[src/rtl/psrch_pkg.sv]
package psrch_pkg;
   typedef enum logic [3:0] {
      ST_IDLE,
      ST_QUOT,
      ST_RATE,
      ST_NMIN,
      ST_NMAX,
      ST_MDIV,
      ST_FDIV,
      ST_LANE
   } srch_state_e;
endpackage

[src/rtl/psrch_divider.sv]
module psrch_divider #(
   parameter int DW    = 32,
   parameter int STEPS = 1
) (
   input  logic          clk,
   input  logic          rst_n,
   input  logic          go,
   input  logic [DW-1:0] num,
   input  logic [DW-1:0] den,
   output logic [DW-1:0] quo,
   output logic [DW-1:0] rem,
   output logic          done
);
   localparam int ITER = DW / STEPS;
   localparam int CW   = $clog2(ITER + 1);

   if (STEPS < 1 || (DW % STEPS) != 0) begin : g_bad_steps
      $error("psrch_divider: STEPS must divide DW");
   end

   logic [DW-1:0] rem_q, quo_q, den_q;
   logic [CW-1:0] cnt_q;
   logic          run_q, done_q;

   logic [DW-1:0] r_s [0:STEPS];
   logic [DW-1:0] q_s [0:STEPS];

   assign r_s[0] = rem_q;
   assign q_s[0] = quo_q;

   for (genvar i = 0; i < STEPS; i++) begin : g_stage
      logic [DW:0] trial;
      logic        ge;
      assign trial      = {r_s[i], q_s[i][DW-1]};
      assign ge         = trial >= {1'b0, den_q};
      assign r_s[i+1]   = ge ? DW'(trial - {1'b0, den_q}) : trial[DW-1:0];
      assign q_s[i+1]   = {q_s[i][DW-2:0], ge};
   end

   always_ff @(posedge clk or negedge rst_n) begin
      if (!rst_n) begin
         rem_q  <= '0;
         quo_q  <= '0;
         den_q  <= '0;
         cnt_q  <= '0;
         run_q  <= 1'b0;
         done_q <= 1'b0;
      end else begin
         done_q <= 1'b0;
         if (go) begin
            rem_q <= '0;
            quo_q <= num;
            den_q <= den;
            cnt_q <= CW'(ITER);
            run_q <= 1'b1;
         end else if (run_q) begin
            rem_q <= r_s[STEPS];
            quo_q <= q_s[STEPS];
            cnt_q <= cnt_q - 1'b1;
            if (cnt_q == CW'(1)) begin
               run_q  <= 1'b0;
               done_q <= 1'b1;
            end
         end
      end
   end

   assign quo  = quo_q;
   assign rem  = rem_q;
   assign done = done_q;
endmodule

[src/rtl/psrch_cand.sv]
module psrch_cand #(
   parameter int DW          = 32,
   parameter int MW          = 10,
   parameter int M_MIN       = 6,
   parameter int M_MAX       = 512,
   parameter int VCO_MIN_KHZ = 80000,
   parameter int VCO_MAX_KHZ = 1500000
) (
   input  logic [DW-1:0] quo,
   input  logic [DW-1:0] fout,
   input  logic [DW-1:0] best_err,
   output logic          m_ok,
   output logic [MW-1:0] m_even,
   output logic          f_ok,
   output logic [DW-1:0] err,
   output logic          better
);
   always_comb begin
      m_ok   = (quo >= DW'(M_MIN)) && (quo <= DW'(M_MAX));
      m_even = MW'(quo) + MW'(quo[0]);
      f_ok   = (quo >= DW'(VCO_MIN_KHZ)) && (quo <= DW'(VCO_MAX_KHZ));
      err    = (fout >= quo) ? (fout - quo) : (quo - fout);
      better = err < best_err;
   end
endmodule

[src/rtl/pll_div_search.sv]
module pll_div_search
   import psrch_pkg::*;
#(
   parameter int FIN_W       = 20,
   parameter int PCLK_W      = 20,
   parameter int BPP_W       = 6,
   parameter int LANE_W      = 3,
   parameter int DW          = 32,
   parameter int STEPS       = 1,
   parameter int REF_MIN_KHZ = 5000,
   parameter int REF_MAX_KHZ = 40000,
   parameter int VCO_MIN_KHZ = 80000,
   parameter int VCO_MAX_KHZ = 1500000,
   parameter int M_MIN       = 6,
   parameter int M_MAX       = 512,
   parameter int RATE_CAP    = 1500,
   parameter int RATE_DFLT   = 1000
) (
   input  logic                                  clk,
   input  logic                                  rst_n,
   input  logic                                  start,
   input  logic [FIN_W-1:0]                      fin_khz,
   input  logic [PCLK_W-1:0]                     pclk_khz,
   input  logic [BPP_W-1:0]                      bpp,
   input  logic [LANE_W-1:0]                     lanes,
   output logic                                  busy,
   output logic                                  done,
   output logic                                  found,
   output logic [FIN_W-1:0]                      best_n,
   output logic [$clog2(M_MAX+1)-1:0]            best_m,
   output logic [DW-1:0]                         best_freq_khz,
   output logic [$clog2(VCO_MAX_KHZ/1000+2)-1:0] lane_mbps
);
   localparam int NW = FIN_W;
   localparam int MW = $clog2(M_MAX + 1);
   localparam int RW = $clog2(VCO_MAX_KHZ / 1000 + 2);
   localparam int PW = PCLK_W + BPP_W;

   if (DW < FIN_W + MW + 1 || DW < PW + 1) begin : g_bad_width
      $error("pll_div_search: DW too narrow for the products");
   end

   srch_state_e   st_q;
   logic [DW-1:0] div_num_q, div_den_q, div_quo, div_rem;
   logic          div_go_q, div_done;
   logic [DW-1:0] fin_q, fout_q, err_best_q, best_f_q;
   logic [PCLK_W-1:0] pclk_q;
   logic [NW-1:0] n_q, nmax_q, best_n_q, n_inc;
   logic [MW-1:0] m_q, best_m_q, m_even;
   logic [RW-1:0] lane_q;
   logic          found_q, done_q;
   logic          m_ok, f_ok, better, fdiv_upd, step_n, last_n, found_nx;
   logic [DW-1:0] cand_err, freq_nx, tgt_rate;
   logic [PW-1:0] rate_prod;
   logic [PW+3:0] rate_scaled;

   psrch_divider #(.DW(DW), .STEPS(STEPS)) u_div (
      .clk  (clk),
      .rst_n(rst_n),
      .go   (div_go_q),
      .num  (div_num_q),
      .den  (div_den_q),
      .quo  (div_quo),
      .rem  (div_rem),
      .done (div_done)
   );

   psrch_cand #(
      .DW(DW), .MW(MW), .M_MIN(M_MIN), .M_MAX(M_MAX),
      .VCO_MIN_KHZ(VCO_MIN_KHZ), .VCO_MAX_KHZ(VCO_MAX_KHZ)
   ) u_cand (
      .quo     (div_quo),
      .fout    (fout_q),
      .best_err(err_best_q),
      .m_ok    (m_ok),
      .m_even  (m_even),
      .f_ok    (f_ok),
      .err     (cand_err),
      .better  (better)
   );

   always_comb begin
      rate_prod   = PW'(pclk_q) * PW'(div_quo[BPP_W-1:0]);
      rate_scaled = ({4'b0000, rate_prod} * (PW+4)'(10)) >> 3;
      tgt_rate    = (pclk_q != '0 && div_quo < DW'(RATE_CAP)) ? div_quo : DW'(RATE_DFLT);
      fdiv_upd    = (st_q == ST_FDIV) && div_done && f_ok && better;
      step_n      = div_done && (((st_q == ST_MDIV) && !m_ok) || (st_q == ST_FDIV));
      last_n      = (n_q == nmax_q);
      n_inc       = n_q + 1'b1;
      found_nx    = found_q | fdiv_upd;
      freq_nx     = fdiv_upd ? div_quo : best_f_q;
   end

   always_ff @(posedge clk or negedge rst_n) begin
      if (!rst_n) begin
         st_q       <= ST_IDLE;
         div_num_q  <= '0;
         div_den_q  <= '0;
         div_go_q   <= 1'b0;
         fin_q      <= '0;
         fout_q     <= '0;
         pclk_q     <= '0;
         err_best_q <= '1;
         n_q        <= '0;
         nmax_q     <= '0;
         m_q        <= '0;
         best_n_q   <= '0;
         best_m_q   <= '0;
         best_f_q   <= '0;
         lane_q     <= '0;
         found_q    <= 1'b0;
         done_q     <= 1'b0;
      end else begin
         div_go_q <= 1'b0;
         done_q   <= 1'b0;
         case (st_q)
            ST_IDLE: if (start) begin
               fin_q      <= DW'(fin_khz);
               pclk_q     <= pclk_khz;
               err_best_q <= '1;
               found_q    <= 1'b0;
               best_n_q   <= '0;
               best_m_q   <= '0;
               best_f_q   <= '0;
               lane_q     <= '0;
               div_num_q  <= DW'(bpp);
               div_den_q  <= DW'(lanes);
               div_go_q   <= 1'b1;
               st_q       <= ST_QUOT;
            end
            ST_QUOT: if (div_done) begin
               div_num_q <= DW'(rate_scaled);
               div_den_q <= DW'(1000);
               div_go_q  <= 1'b1;
               st_q      <= ST_RATE;
            end
            ST_RATE: if (div_done) begin
               fout_q    <= tgt_rate * DW'(1000);
               div_num_q <= fin_q + DW'(REF_MAX_KHZ - 1);
               div_den_q <= DW'(REF_MAX_KHZ);
               div_go_q  <= 1'b1;
               st_q      <= ST_NMIN;
            end
            ST_NMIN: if (div_done) begin
               n_q       <= (div_quo == '0) ? NW'(1) : NW'(div_quo);
               div_num_q <= fin_q;
               div_den_q <= DW'(REF_MIN_KHZ);
               div_go_q  <= 1'b1;
               st_q      <= ST_NMAX;
            end
            ST_NMAX: if (div_done) begin
               nmax_q <= NW'(div_quo);
               if (DW'(n_q) > div_quo) begin
                  done_q <= 1'b1;
                  st_q   <= ST_IDLE;
               end else begin
                  div_num_q <= fout_q * DW'(n_q);
                  div_den_q <= fin_q;
                  div_go_q  <= 1'b1;
                  st_q      <= ST_MDIV;
               end
            end
            ST_MDIV: if (div_done && m_ok) begin
               m_q       <= m_even;
               div_num_q <= DW'(m_even) * fin_q;
               div_den_q <= DW'(n_q);
               div_go_q  <= 1'b1;
               st_q      <= ST_FDIV;
            end
            ST_FDIV: if (fdiv_upd) begin
               best_n_q   <= n_q;
               best_m_q   <= m_q;
               best_f_q   <= div_quo;
               err_best_q <= cand_err;
               found_q    <= 1'b1;
            end
            ST_LANE: if (div_done) begin
               lane_q <= RW'(div_quo);
               done_q <= 1'b1;
               st_q   <= ST_IDLE;
            end
            default: st_q <= ST_IDLE;
         endcase
         if (step_n) begin
            if (last_n) begin
               if (found_nx) begin
                  div_num_q <= freq_nx + DW'(999);
                  div_den_q <= DW'(1000);
                  div_go_q  <= 1'b1;
                  st_q      <= ST_LANE;
               end else begin
                  done_q <= 1'b1;
                  st_q   <= ST_IDLE;
               end
            end else begin
               n_q       <= n_inc;
               div_num_q <= fout_q * DW'(n_inc);
               div_den_q <= fin_q;
               div_go_q  <= 1'b1;
               st_q      <= ST_MDIV;
            end
         end
      end
   end

   assign busy          = (st_q != ST_IDLE);
   assign done          = done_q;
   assign found         = found_q;
   assign best_n        = best_n_q;
   assign best_m        = best_m_q;
   assign best_freq_khz = best_f_q;
   assign lane_mbps     = lane_q;

   // R3 (every floor division the search relies on)
   div_exact_chk: assert property (@(posedge clk) disable iff (!rst_n)
      (div_done && div_den_q != '0) |->
         (64'(div_quo) * 64'(div_den_q) + 64'(div_rem) == 64'(div_num_q)) && (div_rem < div_den_q));


   m_legal_chk: assert property (@(posedge clk) disable iff (!rst_n)
      (done && found) |-> (best_m >= MW'(M_MIN)) && (best_m <= MW'(M_MAX)) && !best_m[0]);


   vco_range_chk: assert property (@(posedge clk) disable iff (!rst_n)
      (done && found) |-> (best_freq_khz >= DW'(VCO_MIN_KHZ)) && (best_freq_khz <= DW'(VCO_MAX_KHZ)));


   n_range_chk: assert property (@(posedge clk) disable iff (!rst_n)
      (done && found) |-> (64'(best_n) * 64'(REF_MAX_KHZ) >= 64'(fin_q))
                       && (64'(best_n) * 64'(REF_MIN_KHZ) <= 64'(fin_q)) && (best_n != '0));


   fail_zero_chk: assert property (@(posedge clk) disable iff (!rst_n)
      (done && !found) |-> (best_n == '0) && (best_m == '0) && (lane_mbps == '0));


   lane_ceil_chk: assert property (@(posedge clk) disable iff (!rst_n)
      (done && found) |-> (64'(lane_mbps) * 64'd1000 >= 64'(best_freq_khz))
                       && (64'(lane_mbps) * 64'd1000 < 64'(best_freq_khz) + 64'd1000));


   done_pulse_chk: assert property (@(posedge clk) disable iff (!rst_n)
      done |-> !busy ##1 !done);
endmodule

[config.mk]
export PLATFORM = sky130hd
export DESIGN_NAME = pll_div_search
export DESIGN_NICKNAME = d
export VERILOG_FILES = /design/src/rtl/psrch_pkg.sv /design/src/rtl/psrch_divider.sv /design/src/rtl/psrch_cand.sv /design/src/rtl/pll_div_search.sv
export SDC_FILE = /design/constraint.sdc
export NUM_CORES = 2
export LEC_CHECK = 0
export BUFFER_PORTS_ARGS = -buffer_cell sky130_fd_sc_hd__buf_2
export CORE_MARGIN = 2
export CORE_UTILIZATION = 50
export DETAILED_ROUTE_END_ITERATION = 16
export HOLD_SLACK_MARGIN = 0.15
export PLACE_DENSITY = 0.76
export SYNTH_ARGS = -nofsm -noshare
export SYNTH_HDL_FRONTEND = slang
export SYNTH_SLANG_ARGS = --single-unit
[constraint.sdc]
create_clock -name clk -period 10.6 [get_ports clk]
set_input_delay 0.53 -clock clk [delete_from_list [all_inputs] [get_ports clk]]
set_output_delay 0.53 -clock clk [all_outputs]
set_load 0.01 [all_outputs]
Word-level counts from Yosys, hierarchy flattened
Index checks and enable logic that the tools add are counted.

Register bits: 399. Input port bits: 52. Word-level logic and storage cells: 181.

Add/subtract/negate cells: 8. $mul: 6. $lt $le $gt $ge: 9. Equality and inequality tests: 20. Multiplexer cells: 87. Bitwise operators: 1. Reductions and logical operators: 27.

Operator list (count): 32-bit 2-to-1 mux (31); 32-bit case mux with 6 select lines (2); 20-bit 2-to-1 mux (7); 32-bit case mux with 2 select lines (2); 32-bit subtractor (3); 29-bit by 20-bit multiplier with 29-bit output (2); 20-bit case mux with 2 select lines (1); 4-bit 2-to-1 mux (9); 33-bit by 32-bit greater-or-equal comparator with 1-bit output (1); 32-bit by 10-bit adder with 32-bit output (second input constant) (1); 32-bit by 17-bit greater-or-equal comparator with 1-bit output (second input constant) (1); 32-bit by 3-bit greater-or-equal comparator with 1-bit output (second input constant) (1); 32-bit greater-or-equal comparator (1); 20-bit by 32-bit greater-than comparator with 1-bit output (1); 32-bit by 10-bit less-or-equal comparator with 1-bit output (second input constant) (1); 32-bit by 21-bit less-or-equal comparator with 1-bit output (second input constant) (1); 32-bit zero test (1); 32-bit by 11-bit < comparator with 1-bit output (second input constant) (1); 32-bit < comparator (1); 32-bit by 7-bit multiplier with 29-bit output (second input constant) (1); 4-bit case mux with 8 select lines (1); 10-bit by 20-bit multiplier with 30-bit output (1); 26-bit by 3-bit multiplier with 29-bit output (second input constant) (1); 20-bit by 6-bit multiplier with 26-bit output (1); 34 further kinds (85).

Logic depth before layout (Yosys ltp)
Word-level depth: 9. Depth in mapped cells: 37. Depth with buffers taken out: 33.

Cells and area by module
From an unflattened synthesis, not the netlist that was laid out.

Cell total of the unflattened synthesis: 7705. Area, all modules: 65577.9 um^2.

Modules (own cells, without submodules): pll_div_search (instances 1, cells each 6262, area an instance 54229.5 um^2); psrch_divider (instances 1, cells each 732, area an instance 6548.8 um^2); psrch_cand (instances 1, cells each 711, area an instance 4799.6 um^2).

Least setup slack after synthesis
No wires, ideal clock.

Path type: register to register. From: register n_q[0]. To: register div_num_q[31]. Library setup time: 0.143 ns. Arrival: 7.807 ns. Data required time: 10.457 ns. Setup slack: 2.650 ns. Cell stages (with the launch flop): 31. Path buffers: 2. Period minus slack after synthesis: 7.950 ns. Cells stage by stage: dfrtp_1 ha_1 and4_1 and4_1 nand3_1 xnor2_1 clkbuf_1 clkbuf_1 nand2_1 fa_1 inv_1 fa_1 inv_1 fa_1 inv_1 fa_1 inv_1 fa_1 inv_1 fa_1 fa_1 ha_1 and2_1 and4_1 a211oi_1 o21ai_0 a21oi_1 o21bai_1 a21oi_1 xnor2_1 o221ai_1.

Word-level cells in the longest chain between the ends: 7.

Ends and longest elaborated chain: from (decl) (RTL line pll_div_search.sv:48) `logic [NW-1:0] n_q, nmax_q, best_n_q, n_inc;`; from (signal assigned) (RTL line pll_div_search.sv:145) `n_q <= (div_quo == '0) ? NW'(1) : NW'(div_quo);`; from (signal assigned) (RTL line pll_div_search.sv:196) `n_q <= n_inc;`; branches (longest 6 deep; another with 29-bit by 20-bit multiplier with 29-bit output); 32-bit 2-to-1 mux (*) (RTL line pll_div_search.sv:184) `if (step_n) begin`; to (signal assigned) (RTL line pll_div_search.sv:126) `div_num_q <= DW'(bpp);`; to (signal assigned) (RTL line pll_div_search.sv:187) `div_num_q <= freq_nx + DW'(999);`; to (signal assigned) (RTL line pll_div_search.sv:197) `div_num_q <= fout_q * DW'(n_inc);`; to (decl) (RTL line pll_div_search.sv:44) `logic [DW-1:0] div_num_q, div_den_q, div_quo, div_rem;`.

Mark *: on every way between the ends. A chain may end at the register's enable or synchronous reset.

Worst setup path after layout
Same ends and word-level chain as after synthesis.

==> metrics list <==
- Outcome: complete, no violations
- Via count of the first global-routing pass: 55530
* FF+latch area: 9960 µm²
- Starting density of the core: 0.5051
- Counting flops with a built-in enable in the synthesized netlist gives 0.
* Net count, final: 9053
* Number of remaining DRC errors: 0
- TritonCTS built the clock tree.
- Max-cap violations in this run came to 0.
- In this run the worst path has a maximum fanout of 13.
- 1st-iter DRT viols: 5898
- The cell count after synthesis came out at 7565.
- Maximum vdd drop: 0.1036 mV
- Dominant cells by area after synthesis: sky130_fd_sc_hd__fa_1 (28%), sky130_fd_sc_hd__dfrtp_1 (14%), sky130_fd_sc_hd__ha_1 (10%), sky130_fd_sc_hd__inv_1 (7.4%), sky130_fd_sc_hd__nand2_1 (6.7%)
- R2R Setup Slk: 1.18 ns
* Biggest cell delay along the critical path: 0.74 ns
* Terminus of the critical flop-to-flop path: div_num_q[31]$_DFF_PN0_
- Wirelength per Cell: 23.12 µm
- The tree is rooted in a sky130_fd_sc_hd__clkbuf_16.
* Element type at the critical path end: flop
- Area of the core: 126100 µm²
- Clock-pin slew was measured on the worst setup and hold paths at 0.06 ns.
* Share of the yosys chip area belonging to registers: 0.1563
- The floorplan step set the die width to 360.8 µm.
- The critical path is of the reg -> reg type.
* Vias post-DR: 54600
- The startpoint identified for the worst hold timing path is pclk_khz[18].
- The number of gates resized after CTS was 0.
- Worst path arrival time: 9.90 ns
* Final worst clock skew: 0.03074 ns
- Count of final max-slew check failures: 0
- Antenna Violating Nets Remaining: 0
- Depth of the CTS H-tree: 2
* Setup-failing EPs final: 0
- Routability-driven placement finished with a final weighted congestion of 1.050.
- HPWL Detailed: 163.4 mm
- STA classifies the critical path startpoint as a flop.
- Port buffering added 126 buffers.
- Detailed-routing iteration count for the pre-antenna-repair pass: 9
- Yosys mapped the design onto 91 distinct sky130hd cell types.
- Min cycle time layout: 9.423 ns
* Design Power: 4.295 mW
* Pwr Density: 62.89 nW/µm²
- Critical Path RT: 11.08 ns
- Routed via count divided by cell count: 5.878
* Yosys Warn Count: 0
- In the final layout, the share of cells above drive strength 1 is 0.06275.
* Buffer levels on the longest clock path: 3
- sky130_fd_sc_hd__fa_1 takes more of the synthesized area than any other cell.
- A synthesized cell averages 8.416 µm².
- The die is 360.8 µm tall.
* Leakage Power: 34.15 nW
- Post-CTS Repair Setup Buffers: 0
- In this run the cell area of the synthesized design comes to 63670 µm².
- Entering global routing, the biggest net connects 135 pins.
- For this design, the slowest cell found on the critical path is sky130_fd_sc_hd__xnor2_2.
- Global routing finished with a remaining overflow of 0.
- Total I/O pin count: 128
- Among all flip-flop cells after synthesis, the most frequent one is sky130_fd_sc_hd__dfrtp_1.
- Cell count of the worst hold path: 3
- Area growth from synthesis to layout: 7.255%
- Synthesis-stage register bit count: 396
* Area of the multi-input gates: 47820 µm²
- Across every metal layer, demand over resource in global routing totals 0.3319.
* Worst-margin pin slew: 1.290 ns
- The number of cells on the worst reg-to-reg path is 28.
- In this run the critical register-to-register path is launched from n_q[0]$_DFF_PN0_.
- Proportion of synthesized flip-flops having asynchronous set or reset: 1.000
* Sink Count: 396
- Cts-stage hold buffer count: 39
* Number of rows created at floorplan: 130
- The first global-routing pass estimated 330.8 mm of wire.
- In the finished design, the share of the clock period the worst path needs comes to 0.8890.
* Number of antenna violations at the first check in global routing: 6
- Clock latency reported for the late side of the worst-skew pair: 0.64 ns
- Count of filler cells inserted in the layout: 11460
* Achievable clock frequency: 106.1 MHz
- Setup repair after global routing left no endpoint under its margin.
- Hold Crit Class: in -> reg
- Number of buffers created by CTS: 47
- The worst pin sits at a relative slew slack of 0.1360.
- Summed over all layers, the routed wires come to 214.8 mm.
- Endpoints failing hold: 0
* Portion of synthesized cell area occupied by the leading cell type: 0.2805
- Die outline area: 130200 µm²
* Total negative setup slack: 0 ns
- Endpoint of the worst hold path: pclk_q[18]$_DFFE_PN0P_
* Dominant cell type by count on the critical path: sky130_fd_sc_hd__fa_1
synth_stat cells, types with 10 or more instances:
library cell / number
sky130_fd_sc_hd__mux2i_1: 80
sky130_fd_sc_hd__fa_1: 892
sky130_fd_sc_hd__o21ai_0: 356
sky130_fd_sc_hd__a222oi_1: 16
sky130_fd_sc_hd__nand3_1: 79
sky130_fd_sc_hd__o21bai_1: 44
sky130_fd_sc_hd__a22oi_1: 10
sky130_fd_sc_hd__a221o_1: 15
sky130_fd_sc_hd__o31ai_1: 16
sky130_fd_sc_hd__and4_1: 11
sky130_fd_sc_hd__nor2b_1: 42
sky130_fd_sc_hd__o21a_1: 55
sky130_fd_sc_hd__nor3_1: 78
sky130_fd_sc_hd__nand2b_1: 57
sky130_fd_sc_hd__buf_2: 36
sky130_fd_sc_hd__or3_1: 20
sky130_fd_sc_hd__a2bb2oi_1: 11
sky130_fd_sc_hd__nor3b_1: 11
sky130_fd_sc_hd__a21oi_1: 285
sky130_fd_sc_hd__mux2_2: 32
sky130_fd_sc_hd__dfstp_2: 32
sky130_fd_sc_hd__a211oi_1: 59
sky130_fd_sc_hd__dfrtp_1: 364
sky130_fd_sc_hd__o211ai_1: 25
sky130_fd_sc_hd__nor2_1: 430
sky130_fd_sc_hd__o22ai_1: 28
sky130_fd_sc_hd__clkinv_1: 12
sky130_fd_sc_hd__a21boi_0: 11
sky130_fd_sc_hd__nand4_1: 44
sky130_fd_sc_hd__xnor2_1: 252
sky130_fd_sc_hd__clkbuf_1: 337
sky130_fd_sc_hd__and3_1: 25
sky130_fd_sc_hd__a31oi_1: 31
sky130_fd_sc_hd__a21o_1: 96
sky130_fd_sc_hd__and2_1: 415
sky130_fd_sc_hd__buf_1: 25
sky130_fd_sc_hd__xor2_1: 112
sky130_fd_sc_hd__nor4_1: 31
sky130_fd_sc_hd__inv_1: 1250
sky130_fd_sc_hd__o221ai_1: 10
sky130_fd_sc_hd__a221oi_1: 20
sky130_fd_sc_hd__nand2_1: 1140
sky130_fd_sc_hd__ha_1: 511
sky130_fd_sc_hd__or2_2: 11
cell usage in the layout (no fill, tap or decap), types with 20 or more instances in the layout:
master and n:
sky130_fd_sc_hd__a211oi_1 59, sky130_fd_sc_hd__a21o_1 95, sky130_fd_sc_hd__a21oi_1 285, sky130_fd_sc_hd__a221oi_1 20
sky130_fd_sc_hd__a31oi_1 31, sky130_fd_sc_hd__and2_1 414, sky130_fd_sc_hd__and3_1 25, sky130_fd_sc_hd__buf_2 125
sky130_fd_sc_hd__buf_4 142, sky130_fd_sc_hd__clkbuf_16 47, sky130_fd_sc_hd__conb_1 83, sky130_fd_sc_hd__dfrtp_1 360
sky130_fd_sc_hd__dfstp_2 32, sky130_fd_sc_hd__dlygate4sd3_1 39, sky130_fd_sc_hd__fa_1 892, sky130_fd_sc_hd__ha_1 511
sky130_fd_sc_hd__inv_1 1250, sky130_fd_sc_hd__mux2_2 32, sky130_fd_sc_hd__mux2i_1 80, sky130_fd_sc_hd__nand2_1 1137
sky130_fd_sc_hd__nand2b_1 57, sky130_fd_sc_hd__nand3_1 79, sky130_fd_sc_hd__nand4_1 44, sky130_fd_sc_hd__nor2_1 427
sky130_fd_sc_hd__nor2b_1 41, sky130_fd_sc_hd__nor3_1 78, sky130_fd_sc_hd__nor4_1 31, sky130_fd_sc_hd__o211ai_1 25
sky130_fd_sc_hd__o21a_1 55, sky130_fd_sc_hd__o21ai_0 356, sky130_fd_sc_hd__o21bai_1 44, sky130_fd_sc_hd__o22ai_1 28
sky130_fd_sc_hd__or3_1 20, sky130_fd_sc_hd__xnor2_1 241, sky130_fd_sc_hd__xor2_1 110
flip-flops by register name, indices dropped and copies added (netlist names), 29 cells and up:
| name | count |
|---|---|
| best_freq_khz | 32 |
| div_den_q | 32 |
| div_num_q | 32 |
| err_best_q | 32 |
| u_div.den_q | 32 |
| u_div.quo | 32 |
| u_div.rem | 32 |
| fout_q | 29 |
power breakdown:
part           total [mW]  internal [mW]  switching [mW]
registers            1.58           1.53          0.0451
clock network        1.72          0.987           0.734
logic               0.996          0.381           0.616
total                4.29           2.90            1.39
how the worst max path moves through the flow:
stage	startpoint	end	slack (ns)
global placement	n_q[0]$_DFF_PN0_	div_num_q[31]$_DFF_PN0_	1.49
floorplan	n_q[0]$_DFF_PN0_	div_num_q[31]$_DFF_PN0_	2.65
CTS	n_q[0]$_DFF_PN0_	div_num_q[31]$_DFF_PN0_	1.28
finish	n_q[0]$_DFF_PN0_	div_num_q[31]$_DFF_PN0_	1.18
global route	n_q[0]$_DFF_PN0_	div_num_q[31]$_DFF_PN0_	0.75
detailed placement	n_q[0]$_DFF_PN0_	div_num_q[31]$_DFF_PN0_	1.27
worst max-delay path: cells and delay by family, from the launching register on:
kind,cells,cell delay (ns)
adder cells (fa/ha/maj),9,3.93
AO/OA/AOI/OAI,8,2.03
AND/OR/NAND/NOR,5,1.24
XOR/XNOR,2,0.94
flip-flops,1,0.64
buffers and inverters,4,0.48
cell type report:
cell class                 count  share of cell area
multi-input combinational   5579              0.7002
sequential                   396              0.1458
inverter                    1266             0.06959
timing repair buffer         308             0.03100
tap                         1650             0.03023
clock buffer                  63             0.01913
clock inverter                21            0.003793
antenna                        5           0.0001832
per-stage QoR:
stage                 util  instance area [µm²]  instances  hold slack [ns]  setup slack [ns]
floorplan                -                63970       7646           0.2344             2.650
global placement    0.5261                66320       9160           0.4583             1.489
detailed placement  0.5261                66320       9160           0.4633             1.272
CTS                 0.5416                68280       9283           0.1549             1.280
global route        0.5416                68280       9283           0.1772            0.7526
finish              0.5417                68290       9288           0.1776             1.177
layer usage:
| layer | vias to the layer above | track usage | routed length (µm) |
|---|---|---|---|
| li1 | 23900 | - | - |
| met1 | 27030 | 0.4264 | 82010 |
| met2 | 2940 | 0.4946 | 91410 |
| met3 | 719 | 0.09751 | 25490 |
| met4 | 12 | 0.1994 | 15730 |
| met5 | - | 0.003330 | 129 |
cells by family after synthesis:
group | after synthesis | synth area share
muxes | 112 | 0.01824
buffers and inverters | 1671 | 0.09969
and+or+nand+nor | 2417 | 0.1745
other | 2 | 0.0001180
adders and majority gates | 1403 | 0.3809
xor gates and xnor gates | 365 | 0.05043
AOI/OAI and AO/OA | 1199 | 0.1198
DFF | 396 | 0.1563
(Power assumes the default switching activity.)
